File: src/rtl/dma_irq_pkg.sv
package dma_irq_pkg;
  localparam int WORD_W   = 32;
  localparam int EV_W     = 14;
  localparam int ST_W     = 3;
  localparam int AIS_BIT  = 15;
  localparam int NIS_BIT  = 16;
  localparam int RXST_LSB = 17;
  localparam int TXST_LSB = RXST_LSB + ST_W;
  localparam int BERR_LSB = TXST_LSB + ST_W;
  localparam int TOP_LSB  = BERR_LSB + ST_W;
  // lanes feeding the normal summary: 0, 2, 6
  localparam logic [EV_W-1:0] NORM_MASK = 14'h0045;
  // lanes feeding the abnormal summary: 1, 3, 5, 7, 8, 9, 13
  localparam logic [EV_W-1:0] ABN_MASK  = 14'h23AA;
  localparam logic [EV_W-1:0] LIVE_MASK = NORM_MASK | ABN_MASK;
endpackage

File: src/rtl/irq_sticky_bank.sv
module irq_sticky_bank #(
  parameter int W = 14,
  parameter logic [W-1:0] MASK = '1
) (
  input  logic         clk,
  input  logic         rst_n,
  input  logic [W-1:0] set_i,
  input  logic [W-1:0] clr_i,
  output logic [W-1:0] q_o
);
  for (genvar k = 0; k < W; k++) begin : g_lane
    if (MASK[k]) begin : g_live
      logic bit_q;
      always_ff @(posedge clk or negedge rst_n) begin
        if (!rst_n)        bit_q <= 1'b0;
        else if (set_i[k]) bit_q <= 1'b1;
        else if (clr_i[k]) bit_q <= 1'b0;
      end
      assign q_o[k] = bit_q;


      set_lands_chk: assert property (@(posedge clk) disable iff (!rst_n)
        set_i[k] |=> q_o[k]);

      sticky_hold_chk: assert property (@(posedge clk) disable iff (!rst_n)
        (q_o[k] && !clr_i[k]) |=> q_o[k]);

      clear_lands_chk: assert property (@(posedge clk) disable iff (!rst_n)
        (clr_i[k] && !set_i[k]) |=> !q_o[k]);

      set_wins_chk: assert property (@(posedge clk) disable iff (!rst_n)
        (clr_i[k] && set_i[k]) |=> q_o[k]);
    end else begin : g_rsvd
      assign q_o[k] = 1'b0;
    end
  end
endmodule

File: src/rtl/irq_summary.sv
module irq_summary #(
  parameter int W = 14,
  parameter logic [W-1:0] NMASK = '0,
  parameter logic [W-1:0] AMASK = '0
) (
  input  logic [W-1:0] q_i,
  input  logic [1:0]   en_i,
  output logic         nis_o,
  output logic         ais_o,
  output logic         irq_o
);
  always_comb begin
    nis_o = |(q_i & NMASK);
    ais_o = |(q_i & AMASK);
    irq_o = (nis_o & en_i[0]) | (ais_o & en_i[1]);
  end
endmodule

File: src/rtl/dma_irq_status.sv
module dma_irq_status
  import dma_irq_pkg::*;
(
  input  logic              clk,
  input  logic              rst_n,
  input  logic [EV_W-1:0]   ev_i,
  input  logic [ST_W-1:0]   tx_state_i,
  input  logic [ST_W-1:0]   rx_state_i,
  input  logic [ST_W-1:0]   berr_type_i,
  input  logic              wr_en_i,
  input  logic [WORD_W-1:0] wr_data_i,
  output logic [WORD_W-1:0] rd_data_o,
  input  logic [1:0]        irq_en_i,
  output logic              irq_o
);
  logic [EV_W-1:0] clr_w, ev_q;
  logic            nis_w, ais_w;

  assign clr_w = wr_en_i ? wr_data_i[EV_W-1:0] : '0;

  irq_sticky_bank #(.W(EV_W), .MASK(LIVE_MASK)) bank_i (
    .clk(clk), .rst_n(rst_n), .set_i(ev_i), .clr_i(clr_w), .q_o(ev_q));

  irq_summary #(.W(EV_W), .NMASK(NORM_MASK), .AMASK(ABN_MASK)) sum_i (
    .q_i(ev_q), .en_i(irq_en_i), .nis_o(nis_w), .ais_o(ais_w), .irq_o(irq_o));

  always_comb begin
    rd_data_o = '0;
    rd_data_o[EV_W-1:0] = ev_q;
    rd_data_o[AIS_BIT]  = ais_w;
    rd_data_o[NIS_BIT]  = nis_w;
    rd_data_o[RXST_LSB +: ST_W] = rx_state_i;
    rd_data_o[TXST_LSB +: ST_W] = tx_state_i;
    rd_data_o[BERR_LSB +: ST_W] = berr_type_i;
  end


  rsvd_zero_chk: assert property (@(posedge clk) disable iff (!rst_n)
    (rd_data_o[WORD_W-1:TOP_LSB] == '0) && !rd_data_o[14] &&
    (rd_data_o[12:10] == 3'b0) && !rd_data_o[4]);

  nis_cover_chk: assert property (@(posedge clk) disable iff (!rst_n)
    rd_data_o[NIS_BIT] == (rd_data_o[0] | rd_data_o[2] | rd_data_o[6]));

  ais_cover_chk: assert property (@(posedge clk) disable iff (!rst_n)
    rd_data_o[AIS_BIT] == (|{rd_data_o[1], rd_data_o[3], rd_data_o[5],
                             rd_data_o[7], rd_data_o[8], rd_data_o[9], rd_data_o[13]}));

  irq_source_chk: assert property (@(posedge clk) disable iff (!rst_n)
    irq_o |-> ((rd_data_o[NIS_BIT] && irq_en_i[0]) || (rd_data_o[AIS_BIT] && irq_en_i[1])));

  reset_quiet_chk: assert property (@(posedge clk)
    !rst_n |-> (!irq_o && rd_data_o[NIS_BIT:0] == '0));
endmodule

File: config.mk
export PLATFORM = sky130hd
export DESIGN_NAME = dma_irq_status
export DESIGN_NICKNAME = d
export VERILOG_FILES = /design/src/rtl/dma_irq_pkg.sv /design/src/rtl/irq_sticky_bank.sv /design/src/rtl/irq_summary.sv /design/src/rtl/dma_irq_status.sv
export SDC_FILE = /design/constraint.sdc
export NUM_CORES = 1
export LEC_CHECK = 0
export CORE_ASPECT_RATIO = 1.5
export CORE_MARGIN = 5
export CORE_UTILIZATION = 23
export CTS_CLUSTER_DIAMETER = 60
export DETAILED_ROUTE_END_ITERATION = 6
export GPL_ROUTABILITY_DRIVEN = 0
export PLACE_DENSITY_LB_ADDON = 0.3
export SYNTH_ARGS = -nofsm -noshare
export SYNTH_HDL_FRONTEND = slang
export SYNTH_SLANG_ARGS = --single-unit
File: constraint.sdc
create_clock -name clk -period 1.6 [get_ports clk]
set_clock_uncertainty 0.2 [all_clocks]
set_input_delay 0.32 -clock clk [delete_from_list [all_inputs] [get_ports clk]]
set_output_delay 0.32 -clock clk [all_outputs]
set_load 0.005 [all_outputs]
* Word-level counts from Yosys, hierarchy flattened *
Cells that the tools add are included.

word-level totals
  bits in registers = 10

operators by class
  reductions and logical operators = 12
  mux-type cells = 21
  bitwise operators = 3

operators by type and width
  kind               number
  $mux 1             20
  $reduce_bool 2->1  10
  $mux 14            1
  $reduce_or 7->1    1
  $reduce_or 3->1    1
  $and 1x1->1        2
  $or 1x1->1         1

* Logic depth before layout (Yosys ltp) *
Gate-level depths: netlist of the first run.

  word-level depth = 3
  gate-level depth with buffers = 3
  gate-level depth less buffers = 3

* Modules after synthesis *
A second synthesis of the first run with hierarchy kept.

second synthesis, totals
  cells, all modules = 84
  area total of the unflattened synthesis = 752.0 um^2

modules (own cells, without submodules)
  module           cells an instance  sequential area each (um^2)  area an instance (um^2)  instances
  irq_sticky_bank  45                 250.2                        471.7                    1
  dma_irq_status   34                 0.0                          250.2                    1
  irq_summary      5                  0.0                          30.0                     1

* Least setup slack after synthesis of the first run *
Ideal clock, no wire load.

  path kind = reg-to-output
  from = register bank_i.g_lane[2].g_live.bit_q
  to = output port irq_o
  required time = 1.080 ns
  setup slack = 0.094 ns
  stages on the path, launching flop included = 3
  buffers on the path = 0
  arrival time = 0.986 ns
  cell sequence = dfrtp_1 > or3_4 > a22o_1

on the way
  cells in the longest elaborated chain, start to end = 3

RTL lines
  what                    RTL line               RTL
  from (decl)             irq_sticky_bank.sv:13  logic bit_q;
  from (signal assigned)  irq_sticky_bank.sv:15  if (!rst_n) bit_q <= 1'b0;
  from (signal assigned)  irq_sticky_bank.sv:16  else if (set_i[k]) bit_q <= 1'b1;
  from (signal assigned)  irq_sticky_bank.sv:17  else if (clr_i[k]) bit_q <= 1'b0;
  $reduce_or 3->1         irq_summary.sv:13      nis_o = |(q_i & NMASK);
  via nis_w               dma_irq_status.sv:17   logic nis_w, ais_w;
  $and 1x1->1             irq_summary.sv:15      irq_o = (nis_o & en_i[0]) | (ais_o & en_i[1]);
  $or 1x1->1              irq_summary.sv:15
  to (decl)               dma_irq_status.sv:14   output logic irq_o

The timed path passes the listed nets, and every way through them passes these cells.

* Worst setup path after layout of the first run *
  from = register bank_i.g_lane[0].g_live.bit_q
  to = output port irq_o

on the way
  cells in the longest elaborated chain, start to end = 3

RTL lines
  what                    RTL line
  from (decl)             irq_sticky_bank.sv:13
  from (signal assigned)  irq_sticky_bank.sv:15
  from (signal assigned)  irq_sticky_bank.sv:16
  from (signal assigned)  irq_sticky_bank.sv:17
  $reduce_or 3->1         irq_summary.sv:13
  $and 1x1->1             irq_summary.sv:15
  $or 1x1->1              irq_summary.sv:15

No other way between the ends.

==> qor.txt, run 1 <==
outcome = complete, but fails checks
failing checks = setup timing
pwr/cell area = 684 nW/um^2
fin crit share = 1.15
IO Pins = 93
DRT antenna net count = 0
VDD IR max = 0.411 mV
Clock Tree Buf Depth = 2
GR Overflow Total = 0
DRT Wirelength = 1630 um
top-count cell post-synth = buf_4
global routing usage on met2 = 0.136
share of post-route cells with drive strength above 1 = 0.279
Worst-Skew Late Latency = 230 ps
gr busiest metal = met2
GRT Util Overall = 0.0823
number of buffers created by CTS = 3
Yosys reg bits = 10
nets = 166
arrival time at the worst endpoint = 1330 ps
full die area = 4000 um^2
WP data required = 1080 ps
WL/cell = 11.6 um
reg2reg start = bank_i.g_lane[2].g_live.bit_q
Mapped Area = 648 um^2
dpl ws = -346 ps
ant diodes = 0
clock sink total = 10
initial antenna violation count = 0
final non-filler cell area = 1020 um^2
Clk pin slew, worst setup/hold paths = 40 ps
1st-pass router iterations = 2
RSZ-0062 raised after global routing = true
Initial DRC Count = 4
CTS tree = yes
final hold vios = 0
Area contributors post-synth = dfrtp_1, buf_4, a21o_1
core footprint = 2710 um^2
most frequent cells after synthesis = buf_4, nand2_1, dfrtp_1
Final Power = 0.700 mW
dpl hpwl = 1320 um
number of synthesized flops with an enable pin = 0
GR Util met1 = 0.0819
static leakage = 0.453 nW
Vert. Die Dim = 75.0 um
largest area contributor in the netlist = dfrtp_1
initial core utilization = 0.240
Final Max Slew Viols = 0
area share of the largest cell type after synthesis = 0.386
Syn Area/Cell = 9.39 um^2
max-cap viol count = 0
die width = 53.3 um
Worst Setup Slack, final = -246 ps
sequential area share after synthesis = 0.386
Netlist cell types = 11
fin crit period = 1850 ps
worst reg-to-reg path cell count = 3
setup violators final = 3
max reg flops = 10
area growth from synthesis to layout = 57.9%
FFs w/ async S/R, synth = 1.00
number of global-route vias before repair = 526
reg2reg end = bank_i.g_lane[2].g_live.bit_q
worst reg2reg setup slack = 480 ps
Row Count = 23
Largest regs = bank_i.g_lane.g_live.bit_q (10)
Setup CP Type = reg -> out
Mapped Cells = 69
Hold/Removal Path Class = in -> async
crit-path max FO = 2
Vias = 521
Most used DFF post-synth = dfrtp_1
largest net degree at the start of global routing = 11
cell area after placement = 962 um^2
Post-route DRC = 0
Syn. warnings = 0
highest clock rate = 542 MHz
vias per cell = 3.70
CP Capture Type = primary output
# port buffers = 37
met3 usage = 0.0198
CTS root buffer = clkbuf_8
Largest Register = bank_i.g_lane.g_live.bit_q
H-tree Lvls = 1
CP startpoint kind = flip-flop
first-pass GRT wire length = 2260 um
==> worst max path at each step <==
stage,start,to,slack [ps]
final,bank_i.g_lane[0].g_live.bit_q,irq_o,-250
after CTS,bank_i.g_lane[1].g_live.bit_q,irq_o,-260
after global placement,bank_i.g_lane[8].g_live.bit_q,irq_o,-340
after floorplan,bank_i.g_lane[2].g_live.bit_q,irq_o,90
after global routing,bank_i.g_lane[0].g_live.bit_q,irq_o,-300
after detailed placement,bank_i.g_lane[8].g_live.bit_q,irq_o,-350
==> report_power, final <==
| group | internal (mW) | switching [mW] |
|---|---|---|
| registers | 0.271 | 0.0108 |
| logic | 0.117 | 0.0517 |
| clock network | 0.164 | 0.0868 |
| total | 0.551 | 0.149 |
==> layer usage <==
layer | vias to the layer above | routed length, um
met3 | 11 | 162
met4 | 0 | 53
met2 | 30 | 866
met1 | 230 | 548
met5 | - | 0
li1 | 250 | -
==> per-stage QoR <==
step / TNS (ps) / utilization / hold WS [ps] / std cells
2_1_floorplan: 0 / - / -176 / 79
3_3_place_gp: -745 / 0.356 / 361 / 134
3_5_place_dp: -764 / 0.356 / 365 / 134
4_1_cts: -525 / 0.372 / 186 / 139
5_1_grt: -639 / 0.378 / 197 / 141
6_report: -476 / 0.378 / 184 / 141
==> cells in the final DEF (no fill, tap or decap) <==
cell type and instances:
a21o_1 9, a21o_2 1, a22o_1 1, buf_2 2, buf_4 17, buf_6 3, clkbuf_2 1, clkbuf_8 3
clkdlybuf4s15_1 2, clkdlybuf4s50_1 24, conb_1 11, dfrtp_1 10, dlygate4sd2_1 6, nand2_1 11, nor3_1 1, nor4_2 1
or3_4 1
==> worst max-delay path, stage by stage (launching register included) <==
cell	delay, ps
dfrtp_1	380
or3_4	390
a22o_1	200
buf_2	120
==> cells by family (layout without fill, tap and decap cells) <==
kind of cell / count (synthesis) / in the layout / synth area share
other: 1 / 11 / 0.00579
flip-flops: 10 / 10 / 0.386
buffers and inverters: 33 / 58 / 0.378
AO/OA/AOI/OAI: 11 / 11 / 0.131
AND/OR/NAND/NOR: 14 / 14 / 0.0985
==> cell type report <==
cell class | instances | area [um^2]
Fill cell | 303 | 1680
Timing Repair Buffer | 55 | 489
Sequential cell | 10 | 250
Multi-Input combinational cell | 36 | 196
Tap cell | 37 | 46.3
Clock buffer | 3 | 41.3
==> repair_timing <==
action / in CTS / in global routing
pin swaps: 2 / 3
endpoints found under the setup margin: 13 / 4
resized for setup: 26 / 6
cloned: 0 / 0
setup buffers: 2 / 3
hold buffers: 0 / 0
No activity file was read; power rests on OpenSTA's default activity.
==> run 2: changes to the inputs <==
--- a/config.mk
+++ b/config.mk
@@ -11,6 +11,7 @@
 export CTS_CLUSTER_DIAMETER = 60
 export DETAILED_ROUTE_END_ITERATION = 6
 export GPL_ROUTABILITY_DRIVEN = 0
+export MAX_ROUTING_LAYER = met4
 export PLACE_DENSITY_LB_ADDON = 0.3
 export SYNTH_ARGS = -nofsm -noshare
 export SYNTH_HDL_FRONTEND = slang
==> qor.txt, run 2 (same netlist as run 1, synthesis figures left out) <==
fin cells = 141 (unchanged)
number of buffers created by CTS = 3 (unchanged)
max-cap viol count = 0 (unchanged)
Vias = 523 (was 521)
Post-route DRC = 0 (unchanged)
most common cell after layout, fill and taps aside = clkdlybuf4s50_1 (unchanged)
vias per cell = 3.71 (was 3.70)
Sw Ratio = 0.213 (about the same)
Largest Register = bank_i.g_lane.g_live.bit_q (unchanged)
initial core utilization = 0.240 (unchanged)
nets = 166 (unchanged)
Hold/Removal Path Class = in -> async (unchanged)
critical-path cell list = or3_4, a22o_1, buf_2 (unchanged)
Largest stage delay, worst path = 390 ps (about the same)
static leakage = 0.453 nW (unchanged)
GRT Util Overall = 0.0847 (was 0.0823)
Clock Tree Buf Depth = 2 (unchanged)
ant diodes = 0 (unchanged)
DRT antenna net count = 0 (unchanged)
Clk pin slew, worst setup/hold paths = 40 ps (about the same)
Row Count = 23 (unchanged)
gr busiest metal = met2 (unchanged)
Logic pwr share = 0.240 (about the same)
1st-pass router iterations = 2 (unchanged)
CTS root buffer = clkbuf_8 (unchanged)
number of global-route vias before repair = 526 (unchanged)
switching power = 0.150 mW (was 0.149 mW)
arrival time at the worst endpoint = 1330 ps (about the same)
DRT Wirelength = 1630 um (unchanged)
global routing usage on met2 = 0.136 (unchanged)
final hold vios = 0 (unchanged)
final non-filler cell area = 1020 um^2 (unchanged)
CTS tree = yes (unchanged)
GR Overflow Total = 0 (unchanged)
dpl ws = -346 ps (unchanged)
Seq pwr share = 0.402 (about the same)
# port buffers = 37 (unchanged)
crit-path max FO = 2 (unchanged)
area growth from synthesis to layout = 57.9% (unchanged)
WP data required = 1080 ps (about the same)
VDD IR max = 0.411 mV (about the same)
WL/cell = 11.6 um (unchanged)
largest net degree at the start of global routing = 11 (unchanged)
fin crit share = 1.15 (about the same)
dpl cells = 134 (unchanged)
RSZ-0062 raised after global routing = true (unchanged)
Final Max Slew Viols = 0 (unchanged)
dpl hpwl = 1320 um (unchanged)
Worst-Skew Late Latency = 230 ps (about the same)
core footprint = 2710 um^2 (unchanged)
CP startpoint kind = flip-flop (unchanged)
clock sink total = 10 (unchanged)
outcome = complete, but fails checks (unchanged)
met3 usage = 0.0198 (unchanged)
Clk pwr share = 0.358 (about the same)
Final Power = 0.701 mW (was 0.700 mW)
cell area after placement = 962 um^2 (unchanged)
IO Pins = 93 (unchanged)
P_int = 0.551 mW (about the same)
Vert. Die Dim = 75.0 um (unchanged)
share of post-route cells with drive strength above 1 = 0.279 (unchanged)
Largest regs = bank_i.g_lane.g_live.bit_q (10) (unchanged)
Initial DRC Count = 1 (was 4)
GR Util met1 = 0.0819 (unchanged)
Fin Hold WS = 183 ps (was 184 ps)
CP Capture Type = primary output (unchanged)
highest clock rate = 542 MHz (about the same)
hold_buf cts = 0 (unchanged)
H-tree Lvls = 1 (unchanged)
full die area = 4000 um^2 (unchanged)
slowest stage cell, crit path = or3_4 (unchanged)
pwr/cell area = 684 nW/um^2 (about the same)
failing checks = setup timing (unchanged)
setup violators final = 3 (unchanged)
die width = 53.3 um (unchanged)
max reg flops = 10 (unchanged)
initial antenna violation count = 0 (unchanged)
highest-count cells in the layout ignoring fill and taps = clkdlybuf4s50_1, buf_4, nand2_1, conb_1, dfrtp_1 (unchanged)
fin crit period = 1850 ps (about the same)
Setup CP Type = reg -> out (unchanged)
Worst Setup Slack, final = -247 ps (was -246 ps)
first-pass GRT wire length = 2270 um (was 2260 um)
## run 2: cell counts in the layout (fill, tap and decap cells not counted)
No cell type changed its count.
## run 2: per-layer routing
layer / part of all wire / wire [um] / vias up
met4: 0.031 / 50 / 0
met3: 0.10 / 163 / 12
met5: 0 / 0 / -
li1: - / - / 250
met1: 0.34 / 549 / 230
met2: 0.53 / 868 / 31
## run 2: per-stage QoR
| stage | setup TNS, ps | utilization |
|---|---|---|
| floorplan | 0 | - |
| global placement | -745 | 0.356 |
| detailed placement | -764 | 0.356 |
| CTS | -525 | 0.372 |
| global route | -639 | 0.378 |
| finish | -477 | 0.378 |
## run 2: critical path: cells and delay by family, from the launching register on
kind                   cells  cell delay, ps
buffers and inverters      1             120
AO/OA/AOI/OAI              1             200
AND/OR/NAND/NOR            1             390
flip-flops                 1             380
## run 2: cell type report
cell class / instances / area, um^2
Clock buffer: 3 / 41.3
Fill cell: 303 / 1680
Multi-Input combinational cell: 36 / 196
Sequential cell: 10 / 250
Tap cell: 37 / 46.3
Timing Repair Buffer: 55 / 489
## run 2: final timing paths
path / slack (ps) / start / depth (start not counted) / endpoint
worst max-delay path: -250 / bank_i.g_lane[0].g_live.bit_q / 3 / irq_o
worst min-delay path: 180 / rst_n / 2 / bank_i.g_lane[5].g_live.bit_q
worst min register to register: 370 / bank_i.g_lane[9].g_live.bit_q / 2 / bank_i.g_lane[9].g_live.bit_q
max in group asynchronous: 870 / rst_n / 2 / bank_i.g_lane[7].g_live.bit_q
worst max register to register: 480 / bank_i.g_lane[2].g_live.bit_q / 3 / bank_i.g_lane[2].g_live.bit_q
min in group clk: 370 / bank_i.g_lane[9].g_live.bit_q / 2 / bank_i.g_lane[9].g_live.bit_q
## run 2: timing repair
item	CTS	global route
pin swaps	2	3
gates resized for setup	26	6
endpoints found under the setup margin	13	4
setup buffers	2	3
gates cloned	0	0
## run 2: power groups by stage
stage,Combinational (mW),Clock (mW),Sequential [mW]
after global placement,0.169,0,0.283
after detailed placement,0.171,0,0.284
after floorplan,0.0932,0,0.284
after global routing,0.184,0.278,0.283
after CTS,0.164,0.268,0.281
final,0.168,0.251,0.281
==> run 3: changes to the inputs <==
--- a/config.mk
+++ b/config.mk
@@ -6,13 +6,14 @@
 export NUM_CORES = 1
 export LEC_CHECK = 0
 export CORE_ASPECT_RATIO = 1.5
-export CORE_MARGIN = 5
+export CORE_MARGIN = 2
 export CORE_UTILIZATION = 23
 export CTS_CLUSTER_DIAMETER = 60
 export DETAILED_ROUTE_END_ITERATION = 6
 export GPL_ROUTABILITY_DRIVEN = 0
 export MAX_ROUTING_LAYER = met4
 export PLACE_DENSITY_LB_ADDON = 0.3
+export SLEW_MARGIN = 5
 export SYNTH_ARGS = -nofsm -noshare
 export SYNTH_HDL_FRONTEND = slang
 export SYNTH_SLANG_ARGS = --single-unit
==> qor.txt, run 3 (same netlist as run 1, synthesis figures left out) <==
IO Pins = 93 (unchanged)
initial core utilization = 0.242 (was 0.240)
vias per cell = 3.69 (was 3.71)
max reg flops = 10 (unchanged)
pwr/cell area = 693 nW/um^2 (was 684 nW/um^2)
GRT Util Overall = 0.0872 (was 0.0847)
nets = 162 (was 166)
Worst Setup Slack, final = -219 ps (was -247 ps)
full die area = 3270 um^2 (was 4000 um^2)
Vias = 505 (was 523)
dpl cells = 133 (was 134)
share of post-route cells with drive strength above 1 = 0.240 (was 0.279)
Layout fillers = 285 (was 303)
arrival time at the worst endpoint = 1300 ps (was 1330 ps)
clock sink total = 10 (unchanged)
Largest Register = bank_i.g_lane.g_live.bit_q (unchanged)
Setup CP Type = reg -> out (unchanged)
Final Max Slew Viols = 0 (unchanged)
number of global-route vias before repair = 483 (was 526)
Worst-Skew Late Latency = 220 ps (was 230 ps)
setup violators final = 3 (unchanged)
VDD IR max = 0.394 mV (was 0.411 mV)
outcome = complete, but fails checks (unchanged)
Vert. Die Dim = 69.0 um (was 75.0 um)
CTS tree = yes (unchanged)
critical-path cell list = or3_4, a22o_1, buf_2 (unchanged)
slowest stage cell, crit path = or3_4 (unchanged)
fin crit period = 1820 ps (was 1850 ps)
DRT antenna net count = 0 (unchanged)
most common cell after layout, fill and taps aside = clkdlybuf4s50_1 (unchanged)
CP Capture Point = irq_o (unchanged)
initial antenna violation count = 0 (unchanged)
failing checks = setup timing (unchanged)
Row Count = 23 (unchanged)
CP startpoint kind = flip-flop (unchanged)
DRT Wirelength = 1350 um (was 1630 um)
1st-pass router iterations = 2 (unchanged)
core footprint = 2680 um^2 (was 2710 um^2)
WL/cell = 9.86 um (was 11.6 um)
# port buffers = 37 (unchanged)
dpl hpwl = 1170 um (was 1320 um)
H-tree Lvls = 1 (unchanged)
Hold/Removal Path Class = in -> async (unchanged)
static leakage = 0.427 nW (was 0.453 nW)
reg2reg end = bank_i.g_lane[6].g_live.bit_q (was bank_i.g_lane[2].g_live.bit_q)
highest-count cells in the layout ignoring fill and taps = clkdlybuf4s50_1, buf_4, nand2_1, conb_1, dfrtp_1 (unchanged)
Largest regs = bank_i.g_lane.g_live.bit_q (10) (unchanged)
Largest stage delay, worst path = 380 ps (was 390 ps)
ant diodes = 0 (unchanged)
Clk pin slew, worst setup/hold paths = 40 ps (about the same)
first-pass GRT wire length = 2020 um (was 2270 um)
fin crit share = 1.14 (was 1.15)
fin cells = 137 (was 141)
Final Power = 0.678 mW (was 0.701 mW)
CTS root buffer = clkbuf_8 (unchanged)
Critical Path Source = bank_i.g_lane[6].g_live.bit_q (was bank_i.g_lane[0].g_live.bit_q)
highest clock rate = 550 MHz (was 542 MHz)
area growth from synthesis to layout = 51.0% (was 57.9%)
number of buffers created by CTS = 3 (unchanged)
final hold vios = 0 (unchanged)
CP Capture Type = primary output (unchanged)
crit-path max FO = 2 (unchanged)
worst reg2reg setup slack = 530 ps (was 480 ps)
reg2reg start = bank_i.g_lane[6].g_live.bit_q (was bank_i.g_lane[2].g_live.bit_q)
Clock Tree Buf Depth = 2 (unchanged)
RSZ-0062 raised after global routing = true (unchanged)
GR Overflow Total = 0 (unchanged)
Post-route DRC = 0 (unchanged)
worst reg-to-reg path cell count = 3 (unchanged)
Initial DRC Count = 1 (unchanged)
max-cap viol count = 0 (unchanged)
largest net degree at the start of global routing = 11 (unchanged)
die width = 47.3 um (was 53.3 um)
WP data required = 1080 ps (about the same)
[run 3: changes by cell type in the layout (fill, tap and decap cells not counted)]
cell and delta:
buf_4 -3, buf_6 -3, clkbuf_2 +1, clkdlybuf4s15_1 -2
dlygate4sd2_1 +3
[run 3: worst min path at each step]
stage                                  start                             to  slack, ps  depth (start not counted)
5_1_grt                                rst_n  bank_i.g_lane[0].g_live.bit_q        190                          2
3_5_place_dp   bank_i.g_lane[9].g_live.bit_q  bank_i.g_lane[9].g_live.bit_q        370                          2
2_1_floorplan                          rst_n  bank_i.g_lane[0].g_live.bit_q       -180                          0
4_1_cts                                rst_n  bank_i.g_lane[0].g_live.bit_q        190                          2
3_3_place_gp   bank_i.g_lane[8].g_live.bit_q  bank_i.g_lane[8].g_live.bit_q        360                          2
6_report                               rst_n  bank_i.g_lane[0].g_live.bit_q        190                          2
[run 3: final cells by class]
type                    instances  area (um^2)  area share
clock buffers                   3         41.3      0.0422
multi-input cells              36          196       0.201
flip-flops and latches         10          250       0.256
well taps                      37         46.3      0.0473
repair buffers                 51          444       0.454
[run 3: metrics by stage]
| step | hold WS [ps] | TNS, ps | cell area, um^2 | util | worst slack (ps) |
|---|---|---|---|---|---|
| 2_1_floorplan | -176 | 0 | 686 | - | 94.4 |
| 3_3_place_gp | 359 | -560 | 955 | 0.357 | -315 |
| 3_5_place_dp | 365 | -599 | 955 | 0.357 | -338 |
| 4_1_cts | 189 | -461 | 987 | 0.369 | -226 |
| 5_1_grt | 190 | -466 | 978 | 0.366 | -291 |
| 6_report | 189 | -258 | 978 | 0.366 | -219 |
[run 3: worst max-delay path: cells and delay by family (launching register included)]
| kind | cells | cell delay (ps) |
|---|---|---|
| simple gates | 1 | 380 |
| flops | 1 | 370 |
| compound gates | 1 | 200 |
| buf+inv | 1 | 120 |
[run 3: power by group]
part / total, mW / internal [mW] / switching (mW)
combinational: 0.156 / 0.108 / 0.0482
sequential: 0.281 / 0.271 / 0.0104
clock: 0.241 / 0.163 / 0.0780
total: 0.678 / 0.541 / 0.137
[run 3: layer usage]
metal,global-route usage,up-vias,share of wire
met4,0.0340,0,0
li1,-,243,-
met3,0.0236,0,0.11
met1,0.0835,228,0.33
met5,-,-,0
met2,0.153,34,0.56
[run 3: timing repair]
item                       4_1_cts  5_1_grt
buffers inserted                 1        0
gates resized for setup         21        3
hold buffers                     0        0
setup endpoints to repair       13        4
pin swaps                        3        0
